File: config.mk
export PLATFORM = sky130hd
export DESIGN_NAME = tmr16_ctr
export DESIGN_NICKNAME = d
export VERILOG_FILES = /design/src/rtl/tmr16_ctr.sv
export SDC_FILE = /design/constraint.sdc
export NUM_CORES = 1
export LEC_CHECK = 0
export ABC_AREA = 1
export ABC_CLOCK_PERIOD_IN_PS = 2100
export BUFFER_PORTS_ARGS = -buffer_cell sky130_fd_sc_hd__buf_2
export CORE_MARGIN = 5
export CORE_UTILIZATION = 45
export CTS_CLUSTER_DIAMETER = 80
export DETAILED_ROUTE_END_ITERATION = 10
export SLEW_MARGIN = 20
export SYNTH_ARGS = -nofsm -noshare
export SYNTH_HDL_FRONTEND = slang
export SYNTH_SLANG_ARGS = --single-unit
File: constraint.sdc
create_clock -name clk -period 2.1 [get_ports clk]
set_clock_uncertainty 0.1 [all_clocks]
set_input_delay 0.105 -clock clk [delete_from_list [all_inputs] [get_ports clk]]
set_output_delay 0.105 -clock clk [all_outputs]
set_load 0.05 [all_outputs]
File: src/rtl/tmr16_ctr.sv
module tmr16_ctr (
  input  logic       clk,
  input  logic       rst_n,
  input  logic       ext_clk,
  input  logic       halt,
  input  logic       wr_en,
  input  logic [1:0] wr_addr,
  input  logic [7:0] wr_data,
  input  logic [1:0] rd_addr,
  output logic [7:0] rd_data,
  output logic       ovf_flag
);
  localparam int CW = 16;
  localparam int BW = CW / 2;
  localparam int PW = 3;

  logic [CW-1:0] cnt;
  logic [PW-1:0] pre;
  logic [1:0]    q;
  logic          s1, s2, s3, armed, pq;
  logic          run, src, nosync, flag;
  logic [1:0]    ps;

  wire          wr_lo  = wr_en && wr_addr == 2'd0;
  wire          wr_hi  = wr_en && wr_addr == 2'd1;
  wire          wr_ct  = wr_en && wr_addr == 2'd2;
  wire          wr_byt = wr_lo | wr_hi;
  wire          rise   = s2 & ~s3;
  wire          tick   = &q;
  wire          ev     = run & (src ? (rise & armed) : tick);
  wire [PW-1:0] pre_n  = pre + 3'd1;
  wire [PW-1:0] mask   = ~(3'b111 << ps);
  wire          pulse  = ev & ((pre_n & mask) == 3'd0);
  wire          sync_m = src & ~nosync;
  wire          inc    = run & (sync_m ? pq : pulse) & ~wr_byt;

  always_ff @(posedge clk) begin
    if (!rst_n) begin
      cnt <= '0; pre <= '0; q <= '0;
      s1 <= 1'b0; s2 <= 1'b0; s3 <= 1'b0;
      armed <= 1'b0; pq <= 1'b0;
      run <= 1'b0; src <= 1'b0; nosync <= 1'b0; ps <= '0; flag <= 1'b0;
    end else begin
      s1 <= ext_clk;
      s2 <= s1;
      s3 <= s2;
      q  <= q + 2'd1;
      armed <= run & src & (armed | ~s2);
      if (wr_byt) begin
        pre <= '0;
        pq  <= 1'b0;
      end else begin
        if (ev) pre <= pre_n;
        pq <= pulse & ~halt;
      end
      if (wr_lo)      cnt[BW-1:0]  <= wr_data;
      else if (wr_hi) cnt[CW-1:BW] <= wr_data;
      else if (inc)   cnt <= cnt + 1'b1;
      if (wr_ct) begin
        run    <= wr_data[0];
        src    <= wr_data[1];
        nosync <= wr_data[2];
        ps     <= wr_data[5:4];
      end
      if (inc && (&cnt))              flag <= 1'b1;
      else if (wr_ct && !wr_data[7])  flag <= 1'b0;
    end
  end

  always_comb begin
    case (rd_addr)
      2'd0:    rd_data = cnt[BW-1:0];
      2'd1:    rd_data = cnt[CW-1:BW];
      2'd2:    rd_data = {flag, 1'b0, ps, 1'b0, nosync, src, run};
      default: rd_data = 8'h00;
    endcase
  end

  assign ovf_flag = flag;
endmodule

Word-level counts from Yosys, hierarchy flattened
Index checks and enable logic that the tools add are counted.

cells by class
  bitwise logic cells = 21
  $add $sub $neg = 3
  shift-type cells = 1
  eq/ne operators = 5
  reductions and logical operators = 17
  mux-type cells = 9

operators with widths
  kind                                                               number
  8-bit two-way mux                                                  3
  8-bit case mux with 3 select lines                                 1
  16-bit by 1-bit adder with 16-bit output, second input constant    1
  16-bit two-way mux                                                 1
  16-bit AND reduction                                               1
  1-bit bitwise AND                                                  10
  1-bit NOT                                                          7
  2-bit AND reduction                                                3
  2-bit nonzero test                                                 3
  1-bit logical AND                                                  5
  2-bit by 1-bit == test with 1-bit output, second input constant    2
  2-bit == test, second input constant                               2
  2-bit logical NOT                                                  2
  1-bit two-way mux                                                  4
  3-bit by 1-bit adder with 3-bit output, second input constant      1
  3-bit bitwise AND                                                  1
  3-bit logical NOT                                                  1
  3-bit NOT                                                          1
  3-bit by 2-bit left shift with 3-bit output, first input constant  1
  2-bit by 1-bit adder with 2-bit output, second input constant      1
  2-bit inequality test, second input constant                       1
  1-bit OR                                                           2
  2-bit OR reduction                                                 1
  1-bit logical NOT                                                  1

storage, ports and cells
  bits in registers = 32
  output and inout bits = 9
  bits of input ports = 17
  word-level logic and storage cells = 70

Depth between registers and ports, before layout
Gate-level depths: netlist of the first run.

  depth in word-level cells = 12
  mapped depth = 11

Worst setup path after synthesis of the first run
Ideal clock, no wire load.

  path kind = reg-to-output
  start = register flag, in the netlist ovf_flag
  end = output port rd_data[7]
  arrival = 1.559 ns
  cell stages (with the launch flop) = 3
  path slack = 0.336 ns
  path through = dfxtp_1 inv_1 o221ai_1

on the way
  word-level cells in the longest chain between the ends = 1

RTL lines
  what                                line  text
  start: declaration                  21    logic run, src, nosync, flag;
  start signal: assignment            42    run <= 1'b0; src <= 1'b0; nosync <= 1'b0; ps <= '0; flag <= 1'b0;
  start signal: assignment            65    if (inc && (&cnt)) flag <= 1'b1;
  start signal: assignment            66    else if (wr_ct && !wr_data[7]) flag <= 1'b0;
  8-bit case mux with 3 select lines  71    case (rd_addr)
  end: declaration                    10    output logic [7:0] rd_data,

Every way passes these cells.

Final worst setup path of the first run
  start = register pre[0]
  end = register cnt[12]

on the way
  word-level cells in the longest chain between the ends = 9

RTL lines
  what                                    line  text
  start: declaration                      18    logic [PW-1:0] pre;
  start signal: assignment                53    if (ev) pre <= pre_n;
  3-bit by 1-bit adder with 3-bit output  31    wire [PW-1:0] pre_n = pre + 3'd1;
  via pre_n[1]                            31
  3-bit bitwise AND                       33    wire pulse = ev & ((pre_n & mask) == 3'd0);
  3-bit logical NOT                       33
  1-bit bitwise AND                       33
  1-bit two-way mux                       35    wire inc = run & (sync_m ? pq : pulse) & ~wr_byt;
  1-bit bitwise AND (2 in series)         35
  2-bit nonzero test (no line)            -
  2-bit AND reduction (no line)           -
  end signal: indexed assignment          56    if (wr_lo) cnt[BW-1:0] <= wr_data;
  end signal: indexed assignment          57    else if (wr_hi) cnt[CW-1:BW] <= wr_data;
  end signal: assignment                  58    else if (inc) cnt <= cnt + 1'b1;
  end: declaration                        17    logic [CW-1:0] cnt;

The timed path passes the listed nets, and every way through them passes these cells.
A chain may end at the register's enable or synchronous reset.

==> impl_metrics.toml, run 1 <==
[clock_tree]
htree_num_levels = 2
cts_buffers = 5
cts_tree = "done"
clock_latency_ns = 0.29
cts.path.max_buffers = 2
post_cts_resized = 0
ctsRootBufferMaster = "clkbuf_8"
cts.sinks = 32
clk_pin_slew_worst_paths_ns = 0.06

[global_routing]
grt_pass1_vias = 1982
use_met2_pct = 31.1
grt_overflow = 0
grtUsageMet1_pct = 25.8
grt_pass1_wl_microns = 9570
grt_max_degree = 28
grt.busiest_layer = "met2"
grt_antenna_before_repair = 0
met3_usage_pct = 4.17
grt.total_usage_pct = 19.3

[detailed_routing]
postRouteWirelength_microns = 5520
first_iter_violations = 104
dr.pass1.iters = 4
routed-via-count = 2124
wl_per_cell_microns = 13.2
detail-route-antenna-nets = 0
vias_per_cell = 5.08
drc = 0

[floorplan]
rows = 24
core_sq_um = 4380
io_pins = 26
initial_core_util_pct = 46.8
fp.dieH_microns = 77.5
die_width_microns = 77.5
die_area_sq_um = 6010

[worst_setup_path]
critPathArrivalTime_ns = 1.93
reg2reg_slack_ns = 0.25
cp_slowest_cell = "dfxtp_1"
rr_startpoint = "pre[0]"
worstReg2RegEnd = "cnt[12]"
cp_cell_sequence = "ha_1 > inv_1 > nand2_1 > nand2_1 > nand2_1 > o21bai_4 > nand2_4 > nand2_1 > nand2_1 > nand2_1 > nor2_1"
critPathMaxFanout = 27
path_buf_inv = 1
critPathRequiredTime_ns = 2.18
rr_worst_depth = 11
cpLargestDelayFamily = "simple AND/OR/NAND/NOR gates"
crit_path_max_incr_delay_ns = 0.33
crit_path_frequent_cell = "nand2_1"
worstSetupStartpointType = "register"
critPathKind = "reg2reg"
end_kind = "register"

[sta]
setup_tns_ns = 0
final.period_utilization_pct = 88.2
drv_slew = 0
clock.fmax_mhz = 540
hold_viol_final = 0
worst_slew_pin_slew_ns = 0.609
max_slew_margin_pct = 59.2
min_period_ns = 1.85
setup_viol = 0
rsz0062_at_grt = "false"

[logic_synthesis]
synth_flop_cell = "dfxtp_1"
synth.distinct_cells = 31
syn_inst = 338
async_reset_ff_share_pct = 0
synth_warnings = 0
syn_avg_cell_area_sq_um = 6.07
ys_ff_latch = 32
synth_area_sq_um = 2050
ys_seq_area_share_pct = 31.2
syn_nets = 358
synth_edf_count = 0

[power_and_ir_drop]
peakVddDrop_mv = 0.275
leakagePower_nw = 1.16
power.density_nw_per_um2 = 659

[hold_path]
min_to = "ps[0]"
hold_start = "wr_data[4]"
hp-class = "in2reg"
hold_depth = 3

[layout]
drive_above_1_share_pct = 14.2
syn2layout_area_growth_pct = 15.1
instances_no_fill = 418
diodes = 0
num-nets-final = 385

[placed_design]
gp_congestion = 0.836
port_buffers = 25
dpl.hpwl_microns = 4120
placed_cells = 408

[status]
outcome = "finished, final reports clean"

[flow_run]
drv_cap = 0
==> Yosys cell counts, types with 2 or more instances <==
master	n	area, sq um
a21oi_1	23	115
buf_1	2	7.51
clkbuf_1	5	18.8
dfxtp_1	32	641
ha_1	3	37.5
inv_1	46	173
inv_2	2	7.51
nand2_1	101	379
nand2_2	4	25.0
nand3_1	32	160
nand4_1	4	25.0
nor2_1	41	154
nor2_2	4	25.0
o21ai_0	14	70.1
o21ai_1	2	10.0
o221ai_1	6	52.6
o22ai_1	3	18.8
==> stage by stage <==
step	hold WS [ns]	util [%]	worst slack (ns)	cell area (sq um)	power (mW)
after global routing	0.0377	53.8	0.0608	2360	1.64
after global placement	0.185	50.5	0.344	2210	0.910
after detailed placement	0.172	50.5	0.282	2210	0.912
after floorplan	0.0814	-	0.336	2050	0.841
final	0.0270	53.8	0.248	2360	1.56
after CTS	0.0251	53.8	0.269	2360	1.57
==> final cells by class <==
cell class	count	area (sq um)
clock buffers	7	96.3
clock inverters	1	30.0
fillers	478	2020
inverters	48	180
multi-input cells	248	1180
flip-flops and latches	32	641
well taps	52	65.1
repair buffers	30	168
==> metal layers <==
| metal | vias up | wire [microns] |
|---|---|---|
| met4 | 0 | 68 |
| met2 | 72 | 2450 |
| met1 | 911 | 2610 |
| met5 | - | 0 |
| met3 | 6 | 386 |
| li1 | 1135 | - |
==> registers in the layout, indices dropped and copies added, names as in the netlist, 2 cells and up <==
register / cells
ps: 2
pre: 3
q: 2
cnt: 16
==> placed cells by master (no fill, tap or decap), drive strengths merged, types with 3 or more instances in the layout <==
cell type / count
clkbuf: 7
nor3: 3
nand3: 32
ha: 3
inv: 48
o21ai: 16
o22ai: 3
nor2: 46
a21oi: 23
nand4: 4
buf: 28
nand2: 106
dfxtp: 32
o221ai: 6
==> worst max-delay path by stage <==
stage	start	to	slack, ns	depth (start not counted)
global route	pre[0]	cnt[12]	0.06	11
floorplan	ovf_flag	rd_data[7]	0.34	2
CTS	pre[0]	cnt[12]	0.27	11
detailed placement	pre[0]	cnt[12]	0.28	11
global placement	pre[0]	cnt[15]	0.34	11
finish	pre[0]	cnt[12]	0.25	11
==> worst reg2reg max path: cells and delay by family, from the launching register on <==
family          cells  cell delay, ns
fa+ha+maj           1            0.30
buf+inv             1            0.08
compound gates      1            0.16
simple gates        8            0.80
flops               1            0.33
==> cells by family (layout without fill, tap and decap cells) <==
logic type	after synthesis	count (layout)	share of synthesized area, %
AO/OA/AOI/OAI	52	52	15.0
flip-flops	32	32	31.2
buffers and inverters	58	86	11.2
adder cells (fa/ha/maj)	3	3	1.83
AND/OR/NAND/NOR	193	193	40.7
==> timing repair <==
| action | in CTS | in global routing |
|---|---|---|
| hold buffers | 2 | 0 |
| endpoints found under the setup margin | 0 | 0 |
| setup buffers | 0 | 0 |
| endpoints found under the hold margin | 2 | 0 |
==> where the power goes <==
group / switching (mW) / total (mW) / internal (mW)
clock network: 0.235 / 0.654 / 0.419
registers: 0.0280 / 0.665 / 0.637
logic: 0.156 / 0.237 / 0.0810
total: 0.419 / 1.56 / 1.14
No activity file was read; power rests on OpenSTA's default activity.
==> run 2, diff against run 1 <==
Settings changed: CORE_ASPECT_RATIO from default to 1.4, CORE_MARGIN 5 to 4.
==> impl_metrics.toml, run 2 (synthesis results as in run 1) <==
[worst_setup_path]
critPathMaxFanout = 27
cp_slowest_cell = "dfxtp_1"
critPathRequiredTime_ns = 2.19
reg2reg_slack_ns = 0.30
worstSetupStartpointType = "register"
crit_path_frequent_cell = "nand2_1"
critPathArrivalTime_ns = 1.89
end_kind = "register"
cp_cell_sequence = "ha_1 > inv_1 > nand2_1 > nand2_1 > nand2_1 > o21bai_4 > nand2_4 > nand2_1 > nand2_1 > nand2_1 > nor2_1"
critPathKind = "reg2reg"
crit_path_max_incr_delay_ns = 0.33

[floorplan]
rows = 28
io_pins = 26
fp.dieH_microns = 87.9
core_sq_um = 4310
die_width_microns = 65.1
initial_core_util_pct = 47.6
die_area_sq_um = 5720

[clock_tree]
cts.path.max_buffers = 2
ctsRootBufferMaster = "clkbuf_8"
clock_latency_ns = 0.29
cts.sinks = 32
htree_num_levels = 2
clk_pin_slew_worst_paths_ns = 0.08
post_cts_buffers = 0
cts_buffers = 5
cts_tree = "done"

[sta]
clock.fmax_mhz = 556
rsz0062_at_grt = "false"
min_period_ns = 1.80
finalHoldWorstSlack_ns = 0.0283
setup_viol = 0
hold_viol_final = 0
max_slew_margin_pct = 68.6
drv_slew = 0
worst_slew_pin_slew_ns = 0.469
setup_tns_ns = 0
final.period_utilization_pct = 85.6

[layout]
layout_commonest_cell = "nand2_1"
final_cell_mix = "nand2_1, inv_1, nor2_1"
syn2layout_area_growth_pct = 16.0
drive_above_1_share_pct = 14.6
regMostFlops = "cnt"
largest_register_ffs = 16
top_regs = "cnt (16), pre (3)"
num-nets-final = 388
diodes = 0

[power_and_ir_drop]
peakVddDrop_mv = 0.437
leakagePower_nw = 1.16
finalPower_mw = 1.50
power.density_nw_per_um2 = 631

[global_routing]
grt_overflow = 0
grt_max_degree = 28
grt.total_usage_pct = 20.3
grt_pass1_vias = 2023
grt_pass1_wl_microns = 9030
grt_antenna_before_repair = 0

[detailed_routing]
wl_per_cell_microns = 12.5
drc = 0
vias_per_cell = 5.06
first_iter_violations = 85
dr.pass1.iters = 4
detail-route-antenna-nets = 0
postRouteWirelength_microns = 5360
routed-via-count = 2170

[placed_design]
port_buffers = 25
dpl.hpwl_microns = 4210
gp_congestion = 0.853

[status]
outcome = "finished, final reports clean"

[hold_path]
hp-class = "in2reg"

[flow_run]
drv_cap = 0
[run 2: changes by cell type in the layout (fill, tap and decap cells not counted)]
cell / change
buf_4: +2
clkbuf_8: -2
clkinv_2: +1
clkinvlp_4: +1
dlygate4sd3_1: +1
[run 2: per-layer routing]
metal / wire (microns) / GRT usage, % / vias up
li1: - / - / 1146
met3: 162 / 3.59 / 11
met5: 0 / 0 / -
met4: 132 / 7.92 / 0
met1: 2210 / 21.9 / 970
met2: 2860 / 38.5 / 43
[run 2: path summary, 6_finish.rpt]
path,start,end,cells after the start
worst max-delay path,pre[0],cnt[12],11
worst min-delay path,wr_data[4],ps[0],3
worst max register to register,pre[0],cnt[12],11
worst min register to register,s1,s2,2
[run 2: area by class of cell]
class                      count  area (sq um)
fill                         478          1930
inverter                      48           180
clock buffer                   5          68.8
sequential                    32           641
timing repair buffer          33           193
multi-input combinational    248          1180
clock inverter                 3          42.5
tap                           60          75.1
[run 2: metrics by stage]
step	instances	instance area (sq um)	util, %	setup WS, ns
after floorplan	338	2050	-	0.336
after global placement	418	2240	51.9	0.333
after detailed placement	418	2240	51.9	0.298
after CTS	429	2380	55.2	0.290
after global routing	429	2380	55.2	0.126
final	429	2380	55.2	0.302
[run 2: power by group]
part	total (mW)	internal [mW]	switching [mW]
combinational	0.239	0.0844	0.154
sequential	0.664	0.636	0.0274
clock	0.599	0.351	0.248
total	1.50	1.07	0.430
[run 2: what timing repair did]
| action | 4_1_cts | 5_1_grt |
|---|---|---|
| hold endpoints to repair | 3 | 0 |
| gates resized for setup | 0 | 0 |
| hold buffers | 3 | 0 |
[run 2: critical path: cells and delay by family (launching register included)]
| family | cells | cell delay [ns] |
|---|---|---|
| buffers and inverters | 1 | 0.07 |
| flip-flops | 1 | 0.33 |
| AO/OA/AOI/OAI | 1 | 0.15 |
| AND/OR/NAND/NOR | 8 | 0.76 |
| adder cells (fa/ha/maj) | 1 | 0.30 |
